`src/rtl/txf_pkg.sv`:
```
package txf_pkg;

    localparam int unsigned HOST_W   = 32;
    localparam logic [7:0]  ODD_FLAG = 8'h20;
    localparam logic [15:0] HDR_BYTES = 16'd6;

    typedef enum logic [2:0] {
        ST_IDLE,
        ST_STAT,
        ST_CNT,
        ST_HDR32,
        ST_PAY,
        ST_HALF,
        ST_CTRL,
        ST_DONE
    } txf_state_e;

    typedef enum logic [2:0] {
        UK_NONE,
        UK_STAT,
        UK_CNT,
        UK_HDR32,
        UK_PAY,
        UK_HALF,
        UK_CTRL
    } txf_unit_e;

    typedef struct packed {
        logic        need;
        logic        wide;
        logic [31:0] data;
    } txf_wr_t;

    function automatic logic [15:0] txf_pad(input logic [15:0] len,
                                            input logic [15:0] min_len);
        return (len < min_len) ? min_len : len;
    endfunction

    function automatic logic [15:0] txf_count(input logic [15:0] plen);
        return plen + HDR_BYTES;
    endfunction

    function automatic logic [31:0] txf_mask(input logic [31:0] d,
                                             input logic [15:0] left);
        logic [31:0] r;
        for (int i = 0; i < 4; i++) begin
            r[8*i +: 8] = (left > 16'(i)) ? d[8*i +: 8] : 8'h00;
        end
        return r;
    endfunction

    function automatic logic [15:0] txf_close(input logic odd,
                                              input logic [7:0] last_b);
        return odd ? {ODD_FLAG, last_b} : 16'h0000;
    endfunction

endpackage

```
`src/rtl/txf_ptr.sv`:
```
module txf_ptr #(
    parameter int unsigned ADDR_W = 12
) (
    input  logic              clk,
    input  logic              rst,
    input  logic              clear,
    input  logic              step,
    input  logic              step_wide,
    output logic [ADDR_W-1:0] ptr
);
    localparam logic [ADDR_W-1:0] STEP_N = ADDR_W'(2);
    localparam logic [ADDR_W-1:0] STEP_W = ADDR_W'(4);

    always_ff @(posedge clk) begin
        if (rst || clear) begin
            ptr <= '0;
        end else if (step) begin
            ptr <= ptr + (step_wide ? STEP_W : STEP_N);
        end
    end
endmodule

```
`src/rtl/txf_lane.sv`:
```
module txf_lane
    import txf_pkg::*;
(
    input  txf_unit_e   kind,
    input  logic        wide_q,
    input  logic [15:0] bidx,
    input  logic [15:0] len_q,
    input  logic [15:0] plen_q,
    input  logic        holdv,
    input  logic [7:0]  hold_b,
    input  logic [31:0] in_data,
    output txf_wr_t     wr
);
    logic [15:0] left;
    logic [31:0] masked;
    logic [15:0] cnt;
    logic [7:0]  last_b;
    logic        have_src;

    assign left     = (len_q > bidx) ? (len_q - bidx) : 16'd0;
    assign have_src = (len_q > bidx);
    assign masked   = txf_mask(in_data, left);
    assign cnt      = txf_count(plen_q);
    assign last_b   = holdv ? hold_b : masked[7:0];

    always_comb begin
        wr = '0;
        unique case (kind)
            UK_STAT: begin
                wr.data = 32'h0;
            end
            UK_CNT: begin
                wr.data = {16'h0, cnt};
            end
            UK_HDR32: begin
                wr.wide = 1'b1;
                wr.data = {cnt, 16'h0};
            end
            UK_PAY: begin
                wr.wide = wide_q;
                wr.need = have_src;
                wr.data = wide_q ? masked : {16'h0, masked[15:0]};
            end
            UK_HALF: begin
                wr.need = have_src;
                wr.data = {16'h0, masked[15:0]};
            end
            UK_CTRL: begin
                wr.need = plen_q[0] && !holdv && have_src;
                wr.data = {16'h0, txf_close(plen_q[0], last_b)};
            end
            default: begin
                wr = '0;
            end
        endcase
    end
endmodule

```
`src/rtl/txf_seq.sv`:
```
module txf_seq
    import txf_pkg::*;
#(
    parameter int unsigned LEN_W   = 11,
    parameter int unsigned MIN_LEN = 60
) (
    input  logic             clk,
    input  logic             rst,
    input  logic             frm_start,
    input  logic [LEN_W-1:0] frm_len,
    input  logic             frm_wide,
    input  logic             accept,
    input  logic             beat_taken,
    input  logic [31:0]      in_data,
    output txf_unit_e        kind,
    output logic             take_start,
    output logic             wide_q,
    output logic [15:0]      bidx,
    output logic [15:0]      len_q,
    output logic [15:0]      plen_q,
    output logic             holdv,
    output logic [7:0]       hold_b,
    output logic             busy,
    output logic             done
);
    localparam logic [15:0] MIN16 = 16'(MIN_LEN);

    txf_state_e st, st_n;
    logic [15:0] unit_sz;
    logic [15:0] rem_after;

    assign unit_sz    = wide_q ? 16'd4 : 16'd2;
    assign rem_after  = plen_q - bidx - unit_sz;
    assign take_start = (st == ST_IDLE) && frm_start;
    assign busy       = (st != ST_IDLE);
    assign done       = (st == ST_DONE);

    always_comb begin
        unique case (st)
            ST_STAT:  kind = UK_STAT;
            ST_CNT:   kind = UK_CNT;
            ST_HDR32: kind = UK_HDR32;
            ST_PAY:   kind = UK_PAY;
            ST_HALF:  kind = UK_HALF;
            ST_CTRL:  kind = UK_CTRL;
            default:  kind = UK_NONE;
        endcase
    end

    always_comb begin
        st_n = st;
        unique case (st)
            ST_IDLE: begin
                if (frm_start) st_n = frm_wide ? ST_HDR32 : ST_STAT;
            end
            ST_STAT: begin
                if (accept) st_n = ST_CNT;
            end
            ST_CNT, ST_HDR32: begin
                if (accept) st_n = ST_PAY;
            end
            ST_PAY: begin
                if (accept) begin
                    if (rem_after >= unit_sz)           st_n = ST_PAY;
                    else if (wide_q && rem_after >= 2)  st_n = ST_HALF;
                    else                                st_n = ST_CTRL;
                end
            end
            ST_HALF: begin
                if (accept) st_n = ST_CTRL;
            end
            ST_CTRL: begin
                if (accept) st_n = ST_DONE;
            end
            default: begin
                st_n = ST_IDLE;
            end
        endcase
    end

    always_ff @(posedge clk) begin
        if (rst) begin
            st     <= ST_IDLE;
            wide_q <= 1'b0;
            bidx   <= '0;
            len_q  <= '0;
            plen_q <= '0;
            holdv  <= 1'b0;
            hold_b <= '0;
        end else begin
            st <= st_n;
            if (take_start) begin
                wide_q <= frm_wide;
                bidx   <= '0;
                len_q  <= 16'(frm_len);
                plen_q <= txf_pad(16'(frm_len), MIN16);
                holdv  <= 1'b0;
            end else if (accept) begin
                if (st == ST_PAY) begin
                    bidx <= bidx + unit_sz;
                end else if (st == ST_HALF) begin
                    bidx <= bidx + 16'd2;
                    if (beat_taken) begin
                        holdv  <= 1'b1;
                        hold_b <= in_data[23:16];
                    end
                end
            end
        end
    end
endmodule

```
`src/rtl/txf_formatter.sv`:
```
module txf_formatter
    import txf_pkg::*;
#(
    parameter int unsigned LEN_W   = 11,
    parameter int unsigned ADDR_W  = 12,
    parameter int unsigned MIN_LEN = 60
) (
    input  logic              clk,
    input  logic              rst,
    input  logic              frm_start,
    input  logic [LEN_W-1:0]  frm_len,
    input  logic              frm_wide,
    output logic              fmt_busy,
    output logic              fmt_done,
    input  logic              in_valid,
    input  logic [31:0]       in_data,
    output logic              in_ready,
    output logic              mem_we,
    output logic              mem_wide,
    output logic [ADDR_W-1:0] mem_addr,
    output logic [31:0]       mem_wdata,
    input  logic              mem_busy
);
    txf_unit_e   kind;
    txf_wr_t     wr;
    logic        take_start;
    logic        wide_q;
    logic [15:0] bidx;
    logic [15:0] len_q;
    logic [15:0] plen_q;
    logic        holdv;
    logic [7:0]  hold_b;
    logic        accept;
    logic        beat_taken;
    logic        unit_live;

    assign unit_live  = (kind != UK_NONE);
    assign in_ready   = unit_live && wr.need && !mem_busy;
    assign mem_we     = unit_live && (!wr.need || in_valid);
    assign accept     = mem_we && !mem_busy;
    assign beat_taken = in_valid && in_ready;
    assign mem_wide   = wr.wide;
    assign mem_wdata  = wr.data;

    txf_seq #(
        .LEN_W  (LEN_W),
        .MIN_LEN(MIN_LEN)
    ) u_seq (
        .clk       (clk),
        .rst       (rst),
        .frm_start (frm_start),
        .frm_len   (frm_len),
        .frm_wide  (frm_wide),
        .accept    (accept),
        .beat_taken(beat_taken),
        .in_data   (in_data),
        .kind      (kind),
        .take_start(take_start),
        .wide_q    (wide_q),
        .bidx      (bidx),
        .len_q     (len_q),
        .plen_q    (plen_q),
        .holdv     (holdv),
        .hold_b    (hold_b),
        .busy      (fmt_busy),
        .done      (fmt_done)
    );

    txf_lane u_lane (
        .kind   (kind),
        .wide_q (wide_q),
        .bidx   (bidx),
        .len_q  (len_q),
        .plen_q (plen_q),
        .holdv  (holdv),
        .hold_b (hold_b),
        .in_data(in_data),
        .wr     (wr)
    );

    txf_ptr #(
        .ADDR_W(ADDR_W)
    ) u_ptr (
        .clk      (clk),
        .rst      (rst),
        .clear    (take_start),
        .step     (accept),
        .step_wide(wr.wide),
        .ptr      (mem_addr)
    );
endmodule

```
`config.mk`:
```
export PLATFORM = sky130hd
export DESIGN_NAME = txf_formatter
export DESIGN_NICKNAME = d
export VERILOG_FILES = /design/src/rtl/txf_pkg.sv /design/src/rtl/txf_ptr.sv /design/src/rtl/txf_lane.sv /design/src/rtl/txf_seq.sv /design/src/rtl/txf_formatter.sv
export SDC_FILE = /design/constraint.sdc
export NUM_CORES = 1
export LEC_CHECK = 0
export ABC_AREA = 1
export BUFFER_PORTS_ARGS = -buffer_cell sky130_fd_sc_hd__buf_2
export CORE_ASPECT_RATIO = 2
export CORE_MARGIN = 2
export CORE_UTILIZATION = 40
export DETAILED_ROUTE_END_ITERATION = 8
export SLEW_MARGIN = 15
export SYNTH_ARGS = -nofsm -noshare
export SYNTH_HDL_FRONTEND = slang
export SYNTH_SLANG_ARGS = --single-unit
```
`constraint.sdc`:
```
create_clock -name clk -period 7.2 [get_ports clk]
set_clock_uncertainty 0.05 [all_clocks]
set_input_delay 0.36 -clock clk [delete_from_list [all_inputs] [get_ports clk]]
set_output_delay 0.36 -clock clk [all_outputs]
set_load 0.05 [all_outputs]
```
==> results.toml, run 1 <==
[placement]
placement.setup.worst_slack_ns = 3.92
io_buffer_count = 96
dpl-instance-area_um2 = 6500
post-place-cells = 1232
place_congestion = 0.923
detailedPlacementHpwl_um = 15300

[final_layout]
num_antenna_cells = 0
final_layout_size_suffix_gt1_frac = 0.151
sequential_cell_area_um2 = 1220
syn_to_final_growth_pct = 15.7
num-nets-final = 1153
filler_cell_count = 1571
finish.cell_count_without_fillers = 1246
finalCoreUtilization = 0.472
fin_area_um2 = 6770
multi_input_area_um2 = 3850

[hold_path]
timing.hold.worst.start = "in_data[21]"
worst_hold_path.endpoint = "u_seq.hold_b[5]$_SDFFE_PP0P_"
min_path_type = "in -> reg"
timing.hold.worst_path_depth = 3

[outcome]
status = "finished, final reports clean"

[flow_run]
cap_violations = 0

[clock_network]
clock_insertion_delay_worst_skew_ns = 0.34
htree_num_levels = 3
clock_sink_count = 61
cts_tree = "built"
cts.hold.buffers_added = 0
cts_setup_buffers = 0
clockBufferDepth = 2
cts_root_buf = "sky130_fd_sc_hd__clkbuf_16"
numCtsBuffers = 9
post_cts_resize_count = 0
path_clk_slew_ns = 0.05

[pwr]
power.static_leakage_nw = 3.54
power.combinational.fraction = 0.661
swShare = 0.549
ir_drop_worst_vdd_uv = 126
power_spent_charging_and_discharging_nets_mw = 1.34
cellInternalPower_mw = 1.10
share_clk_of_total_power = 0.165
p_per_area_nw_per_um2 = 359
power_total_mw = 2.43
portion_of_total_power_attributed_to_sequential_cells = 0.174

[setup_path]
worstRegToRegCells = 17
cp_max_fo = 8
regToRegEndpoint = "u_seq.st[1]$_SDFFE_PP0P_"
critical_path_required_ns = 6.79
path_common_cell = "sky130_fd_sc_hd__a21oi_1"
critical-path-slowest-cell = "sky130_fd_sc_hd__dfxtp_1"
end_kind = "primary output"
cp_cell_sequence = "inv_1 > ha_1 > a21oi_1 > nand2_1 > a21oi_1 > nor2_1 > nor2_1 > xor2_1 > a21oi_1 > nor2_2 > nand2_1 > nor2_4 > o21ai_1 > buf_2"
regToRegStartpoint = "u_seq.bidx[2]$_SDFFE_PP0P_"
worst_path_largest_cell_delay_ns = 0.41
setup.worst_path.class = "reg -> out"
worst_ep_arrival_ns = 3.21
cp-start-kind = "register"
regToRegSetupSlack_ns = 3.99

[drt]
dr.first_iter.drc_count = 328
routed-via-count = 6208
route.detailed.vias_per_inst = 4.98
drt_pre_antenna_iters = 5
drt_drc_violations_left = 0
wirelength_um = 18600
route.antenna.remaining_nets = 0
wl_per_cell_um = 14.9

[synthesis]
synth_sequential_area_ratio = 0.209
synth-seq-cells = 61
synth_fp_nets = 1059
synth_area_um2 = 5850
synthesis.yosys.warnings = 0
post_synth_num_cell_types = 48
cell_count_after_synthesis = 957
synth_area_per_cell_um2 = 6.11

[sta]
rsz0062_at_grt = "false"
final.hold.worst_slack_ns = 0.237
setup_slack_ns = 3.58
setup_total_negative_slack_ns = 0
timing.slew.headroom = 0.460
clock.fmax_mhz = 276
setup_viol = 0
max_slew.worst_pin.slew_ns = 0.806
timing.final.hold_violations = 0
slew_viol_final = 0
final_period_minus_worst_setup_slack_ns = 3.62
final.period_utilization = 0.503

[die]
coreArea_um2 = 14400
rows = 62
die_width_um = 89.5
fp.dieArea_um2 = 15700
boundaryPins = 98
die-height_um = 175
initial_core_util = 0.408

[global_routing]
antenna_violations_before_repair = 0
grt_pass1_wl_um = 28600
grt.total_usage = 0.240
grt_remaining_overflow = 0
grt_start_max_net_pins = 31
via_count_of_the_first_global_routing_pass = 5940
==> worst max-delay path, delay by kind of cell, from the launching register on <==
family | cells | cell delay, ns
flip-flops | 1 | 0.41
AO/OA/AOI/OAI | 4 | 0.64
XOR/XNOR | 1 | 0.17
AND/OR/NAND/NOR | 6 | 0.94
buffers and inverters | 2 | 0.34
adder cells (fa/ha/maj) | 1 | 0.38
==> cell families after synthesis <==
| logic type | after synthesis | synth area share |
|---|---|---|
| flip-flops | 61 | 0.209 |
| XOR/XNOR | 33 | 0.0494 |
| other | 1 | 0.000641 |
| AND/OR/NAND/NOR | 474 | 0.352 |
| adder cells (fa/ha/maj) | 53 | 0.119 |
| AO/OA/AOI/OAI | 136 | 0.137 |
| buffers and inverters | 199 | 0.133 |
==> area by class of cell <==
class | count | area share
well taps | 192 | 0.0355
clock inverters | 2 | 0.00148
repair buffers | 99 | 0.0743
flip-flops and latches | 61 | 0.180
clock buffers | 12 | 0.0379
multi-input cells | 697 | 0.569
inverters | 183 | 0.102
==> per-layer routing <==
| metal | part of all wire | wire (um) | vias to the layer above | GRT usage |
|---|---|---|---|---|
| met2 | 0.56 | 10400 | 179 | 0.470 |
| met1 | 0.36 | 6650 | 2773 | 0.227 |
| li1 | - | - | 3206 | - |
| met5 | 0 | 0 | - | 0 |
| met3 | 0.035 | 642 | 50 | 0.0293 |
| met4 | 0.048 | 886 | 0 | 0.127 |
==> sequential cells by signal (all words and copies together) (netlist names) <==
register	count
u_seq.wide_q	1
u_seq.hold_b	8
u_seq.holdv	1
u_seq.len_q	11
u_seq.st	3
u_ptr.ptr	11
u_seq.plen_q	11
u_seq.bidx	15
==> placed cells by master (no fill, tap or decap), types with 8 or more instances in the layout <==
cell                        synthesis  routed
sky130_fd_sc_hd__nand3_1           54      54
sky130_fd_sc_hd__ha_1              49      49
sky130_fd_sc_hd__nand4_1           19      19
sky130_fd_sc_hd__xor2_1            21      21
sky130_fd_sc_hd__a21oi_2           13      13
sky130_fd_sc_hd__inv_1            174     174
sky130_fd_sc_hd__nand2_1          270     270
sky130_fd_sc_hd__clkbuf_16          0       9
sky130_fd_sc_hd__buf_2              1      96
sky130_fd_sc_hd__xnor2_1           12      12
sky130_fd_sc_hd__nand2_2            8       8
sky130_fd_sc_hd__nor2_1            89      89
sky130_fd_sc_hd__dfxtp_1           61      61
sky130_fd_sc_hd__a21oi_1           50      50
sky130_fd_sc_hd__nor3_1            10      10
sky130_fd_sc_hd__o21ai_0           41      41
==> power groups by stage <==
stage	Sequential, mW	Combinational (mW)	Clock, mW
finish	0.424	1.61	0.401
CTS	0.423	1.61	0.409
global route	0.428	1.78	0.422
detailed placement	0.429	1.60	0
global placement	0.428	1.60	0
floorplan	0.428	1.21	0
==> cells in the mapped netlist (all sizes together) <==
cell	count	area, um2
nand2	281	1100
inv	182	686
nor2	95	395
a21oi	63	364
dfxtp	61	1220
nand3	55	280
o21ai	50	258
ha	49	613
xor2	21	184
nand4	20	131
xnor2	12	105
nor3	11	60.1
clkbuf	10	37.5
buf	6	51.3
a32oi	5	43.8
a211oi	4	30.0
a221oi	4	35.0
fa	4	80.1
nand3b	4	46.3
o21bai	4	30.0
a22oi	2	15.0
and2	2	12.5
and3	2	12.5
nor4	2	12.5
o21a	2	15.0
or2	2	12.5
a31oi	1	6.26
clkinv	1	3.75
conb	1	3.75
o22ai	1	6.26
==> how the worst max path moves through the flow <==
stage	start	to	slack, ns	depth (start not counted)
5_1_grt	u_seq.bidx[3]$_SDFFE_PP0P_	mem_wdata[27]	3.33	14
2_1_floorplan	u_seq.bidx[1]$_SDFFE_PP0P_	mem_wdata[4]	4.14	12
3_5_place_dp	u_seq.bidx[3]$_SDFFE_PP0P_	mem_wdata[16]	3.92	15
3_3_place_gp	u_seq.bidx[9]$_SDFFE_PP0P_	mem_wdata[16]	3.95	15
6_report	u_seq.bidx[3]$_SDFFE_PP0P_	mem_wdata[1]	3.58	14
4_1_cts	u_seq.bidx[3]$_SDFFE_PP0P_	mem_wdata[16]	3.56	15
Power figures use the tool's default switching activity.
==> inputs of run 2 (changes only) <==
Clock period 7.2 ns to 3.1 ns, I/O delays scaled along.
==> run 2 against run 1 <==
Global-route usage increased by 1.6 points. Design area increased by 11%. Worst hold slack got worse by 0.21 ns. Non-clock buffer count increased by 34. Cell count increased by 2.8%. First-iteration DRC count decreased by 28%. Wire length increased by 5.2%. Critical endpoint is now mem_wdata[18]. Largest cell class unchanged. Largest power group unchanged.
==> results.toml, run 2 (same netlist as run 1, synthesis figures left out) <==
[outcome]
status = "finished, final reports clean"

[drt]
wirelength_um = 19500
route.detailed.vias_per_inst = 5.01
wl_per_cell_um = 15.2
drt_drc_violations_left = 0
drt_pre_antenna_iters = 5
routed-via-count = 6412
dr.first_iter.drc_count = 236
route.antenna.remaining_nets = 0

[sta]
timing.final.hold_violations = 0
final_period_minus_worst_setup_slack_ns = 3.05
clock.fmax_mhz = 328
setup_viol = 0
rsz0062_at_grt = "true"
timing.slew.headroom = 0.623
final.hold.worst_slack_ns = 0.0266
final.period_utilization = 0.984
max_slew.worst_pin.slew_ns = 0.564
slew_viol_final = 0

[die]
fp.dieArea_um2 = 15700
initial_core_util = 0.408
rows = 62
coreArea_um2 = 14400
die_width_um = 89.5
die-height_um = 175
boundaryPins = 98

[pwr]
share_clk_of_total_power = 0.168
portion_of_total_power_attributed_to_sequential_cells = 0.152
power.static_leakage_nw = 3.79
power.combinational.fraction = 0.680
ir_drop_worst_vdd_uv = 333
p_per_area_nw_per_um2 = 866
power_spent_charging_and_discharging_nets_mw = 3.39
cellInternalPower_mw = 3.13
swShare = 0.520
power_total_mw = 6.52

[final_layout]
sequential_cell_area_um2 = 1230
fin_area_um2 = 7530
syn_to_final_growth_pct = 28.7
final_layout_size_suffix_gt1_frac = 0.230
multi_input_area_um2 = 4140
largest_reg_flops = 15
finalCoreUtilization = 0.524
layout.cells.most_common = "sky130_fd_sc_hd__nand2_1"
largest_register = "u_seq.bidx"
filler_cell_count = 1544
num_antenna_cells = 0
mostFrequentLayoutCells = "sky130_fd_sc_hd__nand2_1 (257), sky130_fd_sc_hd__inv_1 (167), sky130_fd_sc_hd__nor2_1 (83)"
num-nets-final = 1187

[clock_network]
path_clk_slew_ns = 0.06
cts.hold.buffers_added = 0
clock_sink_count = 61
cts_root_buf = "sky130_fd_sc_hd__clkbuf_16"
cts_tree = "built"
clock_insertion_delay_worst_skew_ns = 0.34
numCtsBuffers = 9
clockBufferDepth = 2
htree_num_levels = 3

[setup_path]
end_kind = "primary output"
worst_ep_arrival_ns = 2.85
critical_path_required_ns = 2.89
cp-start-kind = "register"
regToRegSetupSlack_ns = 0.28
cp_max_fo = 8
setup.worst_path.class = "reg -> out"

[placement]
dpl-instance-area_um2 = 6680
place_congestion = 0.941
detailedPlacementHpwl_um = 16000
io_buffer_count = 96

[hold_path]
min_path_type = "in -> reg"

[flow_run]
cap_violations = 0

[global_routing]
grt_remaining_overflow = 0
grt_pass1_wl_um = 30400
via_count_of_the_first_global_routing_pass = 6258
grt.total_usage = 0.256
grt_start_max_net_pins = 21
antenna_violations_before_repair = 0
run 2: cell count changes in the layout (fill, tap and decap cells not counted), sizes merged:
cell	change
buf	+33
clkinvlp	+1
clkinv	-1
bufinv	+2
run 2: repair_timing:
| action | 4_1_cts | 5_1_grt |
|---|---|---|
| buffers inserted | 4 | 6 |
| pin swaps | 8 | 29 |
| cloned | 0 | 0 |
| setup endpoints to repair | 32 | 34 |
| gates resized for setup | 52 | 67 |
run 2: worst max-delay path, stage by stage (launching register included):
cell	delay, ns
sky130_fd_sc_hd__dfxtp_4	0.37
sky130_fd_sc_hd__inv_2	0.07
sky130_fd_sc_hd__ha_4	0.26
sky130_fd_sc_hd__a21oi_2	0.16
sky130_fd_sc_hd__nand2_2	0.13
sky130_fd_sc_hd__a21oi_4	0.17
sky130_fd_sc_hd__nor2_1	0.07
sky130_fd_sc_hd__nor2_1	0.12
sky130_fd_sc_hd__xor2_1	0.23
sky130_fd_sc_hd__a21oi_2	0.10
sky130_fd_sc_hd__nor2_4	0.14
sky130_fd_sc_hd__buf_4	0.15
sky130_fd_sc_hd__nand4_4	0.18
sky130_fd_sc_hd__nand2_1	0.12
sky130_fd_sc_hd__nand2_1	0.07
sky130_fd_sc_hd__buf_6	0.15
run 2: layer usage:
metal / GRT usage / wire, um / up-vias
li1: - / - / 3278
met1: 0.244 / 6780 / 2875
met2: 0.484 / 10900 / 192
met3: 0.0316 / 628 / 67
met4: 0.164 / 1250 / 0
met5: 0 / 0 / -
run 2: power groups by stage:
stage / clock network [mW] / logic (mW) / registers [mW]
2_1_floorplan: 0 / 2.80 / 0.993
3_3_place_gp: 0 / 3.75 / 0.992
3_5_place_dp: 0 / 3.75 / 0.993
4_1_cts: 1.11 / 4.05 / 0.984
5_1_grt: 1.15 / 4.87 / 1.00
6_report: 1.10 / 4.43 / 0.989
run 2: cell type report:
type / count / share of cell area
Timing Repair Buffer: 133 / 0.121
Clock buffer: 11 / 0.0322
Clock inverter: 4 / 0.00964
Tap cell: 192 / 0.0319
Sequential cell: 61 / 0.164
Inverter: 183 / 0.0919
Multi-Input combinational cell: 697 / 0.550
run 2: path summary, 6_finish.rpt:
kind                                startpoint                      endpoint  cells past startpoint
setup reg to reg    u_seq.bidx[2]$_SDFFE_PP0P_      u_seq.st[0]$_SDFFE_PP0P_                     20
hold reg to reg   u_seq.hold_b[3]$_SDFFE_PP0P_  u_seq.hold_b[3]$_SDFFE_PP0P_                      2
setup / recovery    u_seq.bidx[3]$_SDFFE_PP0P_                 mem_wdata[18]                     15
hold / removal                     in_data[20]  u_seq.hold_b[4]$_SDFFE_PP0P_                      3
run 2: through the flow:
step	TNS [ns]	instances	worst slack, ns
detailed placement	-0.0530	1256	-0.0169
finish	0	1281	0.0494
floorplan	0	957	0.123
CTS	0	1275	0.00258
global placement	0	1256	0.0205
global route	-1.63	1281	-0.0802
==> inputs of run 3 (changes only) <==
Settings changed: PLACE_DENSITY set to 0.64.
==> run 3 against run 2 <==
Global-route usage is 0.76 points lower. Cell count is 0.16% higher. Combinational power hardly changed. Die area stayed put.
==> results.toml, run 3 (same netlist as run 1, synthesis figures left out) <==
[outcome]
status = "finished, final reports clean"

[clock_network]
path_clk_slew_ns = 0.06
clock_sink_count = 61
htree_num_levels = 3
clockBufferDepth = 2
cts.hold.buffers_added = 0
cts_root_buf = "sky130_fd_sc_hd__clkbuf_16"
numCtsBuffers = 9
cts_tree = "built"
clock_insertion_delay_worst_skew_ns = 0.34

[setup_path]
regToRegEndpoint = "u_seq.bidx[11]$_SDFFE_PP0P_"
worst_path_largest_cell_delay_ns = 0.41
setup.worst_path.class = "reg -> out"
critical_path_required_ns = 2.89
cp-start-kind = "register"
cp_num_buf_inv = 3
critical-path-slowest-cell = "sky130_fd_sc_hd__fa_2"
path_delay_family = "simple AND/OR/NAND/NOR gates"
cp_max_fo = 5
cp_cell_sequence = "inv_2 > ha_4 > fa_2 > o21ai_2 > nand2_1 > nand2_2 > a21oi_4 > nor2_2 > nand2_1 > nand3_2 > nand2_2 > nor2_4 > nand4_1 > inv_2 > nor2_1 > buf_6"
regToRegSetupSlack_ns = 0.29
regToRegStartpoint = "u_seq.st[0]$_SDFFE_PP0P_"
worstRegToRegCells = 13
end_kind = "primary output"
worst_ep_arrival_ns = 2.86

[final_layout]
largest_register = "u_seq.bidx"
finalCoreUtilization = 0.521
syn_to_final_growth_pct = 27.9
largest_reg_flops = 15
num-nets-final = 1188
mostFrequentLayoutCells = "sky130_fd_sc_hd__nand2_1 (261), sky130_fd_sc_hd__inv_1 (168), sky130_fd_sc_hd__nor2_1 (80)"
num_antenna_cells = 0
layout.cells.most_common = "sky130_fd_sc_hd__nand2_1"
final_layout_size_suffix_gt1_frac = 0.232

[pwr]
power.static_leakage_nw = 3.78
p_per_area_nw_per_um2 = 875
power_total_mw = 6.54
ir_drop_worst_vdd_uv = 337

[global_routing]
via_count_of_the_first_global_routing_pass = 6165
grt_start_max_net_pins = 21
grt_remaining_overflow = 0
grt_pass1_wl_um = 29700
grt.total_usage = 0.248
antenna_violations_before_repair = 0

[die]
rows = 62
die_width_um = 89.5
die-height_um = 175
boundaryPins = 98
initial_core_util = 0.408
coreArea_um2 = 14400
fp.dieArea_um2 = 15700

[hold_path]
timing.hold.worst.start = "in_data[20]"
min_path_type = "in -> reg"
timing.hold.worst_path_depth = 3
worst_hold_path.endpoint = "u_seq.hold_b[4]$_SDFFE_PP0P_"

[sta]
setup_total_negative_slack_ns = 0
rsz0062_at_grt = "true"
final.period_utilization = 0.987
max_slew.worst_pin.slew_ns = 0.865
timing.final.hold_violations = 0
slew_viol_final = 0
final_period_minus_worst_setup_slack_ns = 3.06
setup_viol = 0
final.hold.worst_slack_ns = 0.0271
clock.fmax_mhz = 327
timing.slew.headroom = 0.418

[drt]
drt_drc_violations_left = 0
route.antenna.remaining_nets = 0
route.detailed.vias_per_inst = 5.04
wirelength_um = 19500
drt_pre_antenna_iters = 5
wl_per_cell_um = 15.2
routed-via-count = 6472
dr.first_iter.drc_count = 337

[flow_run]
cap_violations = 0

[placement]
place_congestion = 0.926
detailedPlacementHpwl_um = 15800
io_buffer_count = 96
[run 3: cell types whose count changed in the layout (fill, tap and decap cells not counted), moves of 3 or more]
cell | previous run | this run
sky130_fd_sc_hd__buf_2 | 68 | 77
sky130_fd_sc_hd__buf_6 | 18 | 11
sky130_fd_sc_hd__nand2_1 | 257 | 261
sky130_fd_sc_hd__buf_4 | 45 | 42
sky130_fd_sc_hd__clkbuf_4 | 1 | 4
sky130_fd_sc_hd__nand2_2 | 20 | 17
sky130_fd_sc_hd__nor2_1 | 83 | 80
sky130_fd_sc_hd__nor2_2 | 7 | 10
[run 3: area by class of cell]
cell class | count | area, um2
Tap cell | 192 | 240
Fill cell | 1471 | 6870
Inverter | 183 | 692
Clock buffer | 12 | 256
Multi-Input combinational cell | 697 | 4140
Clock inverter | 4 | 70.1
Timing Repair Buffer | 134 | 855
Sequential cell | 61 | 1230
[run 3: routing by layer]
layer  global-route usage  vias to the layer above  part of all wire
li1                     -                     3274                 -
met1                0.232                     2927              0.35
met2                0.486                      203              0.56
met3               0.0194                       68             0.033
met4                0.150                        0             0.061
met5                    0                        -                 0
[run 3: through the flow]
step,cells,area [um2],setup slack [ns]
6_report,1283,7480,0.0394
5_1_grt,1283,7480,-0.0748
4_1_cts,1274,7190,0.00433
3_5_place_dp,1255,6680,0.0523
3_3_place_gp,1255,6680,0.0341
2_1_floorplan,957,5850,0.123
[run 3: power by group]
part	internal, mW	switching (mW)
Sequential	0.886	0.107
Clock	0.745	0.379
Combinational	1.50	2.92
Total	3.14	3.41
[run 3: what timing repair did]
action                     CTS  global route
gates cloned                 0             0
setup buffers                3             9
pin swaps                    8            29
setup endpoints to repair   32            34
gates resized for setup     34            71
[run 3: worst max-delay path by stage]
stage | endpoint | slack [ns] | from | cells past startpoint
floorplan | u_ptr.ptr[7]$_SDFFE_PP0P_ | 0.12 | u_seq.st[1]$_SDFFE_PP0P_ | 15
global placement | mem_wdata[16] | 0.03 | u_seq.bidx[3]$_SDFFE_PP0P_ | 14
detailed placement | mem_wdata[6] | 0.05 | u_seq.bidx[3]$_SDFFE_PP0P_ | 14
CTS | mem_wdata[26] | 0.004 | u_seq.bidx[4]$_SDFFE_PP0P_ | 14
global route | mem_wdata[30] | -0.07 | u_seq.bidx[7]$_SDFFE_PP0P_ | 17
finish | mem_wdata[30] | 0.04 | u_seq.len_q[1]$_SDFFE_PP0P_ | 16
[run 3: tightest hold or removal path: stages]
cell	delay, ns
sky130_fd_sc_hd__buf_2	0.07
sky130_fd_sc_hd__inv_1	0.04
sky130_fd_sc_hd__a21oi_1	0.11
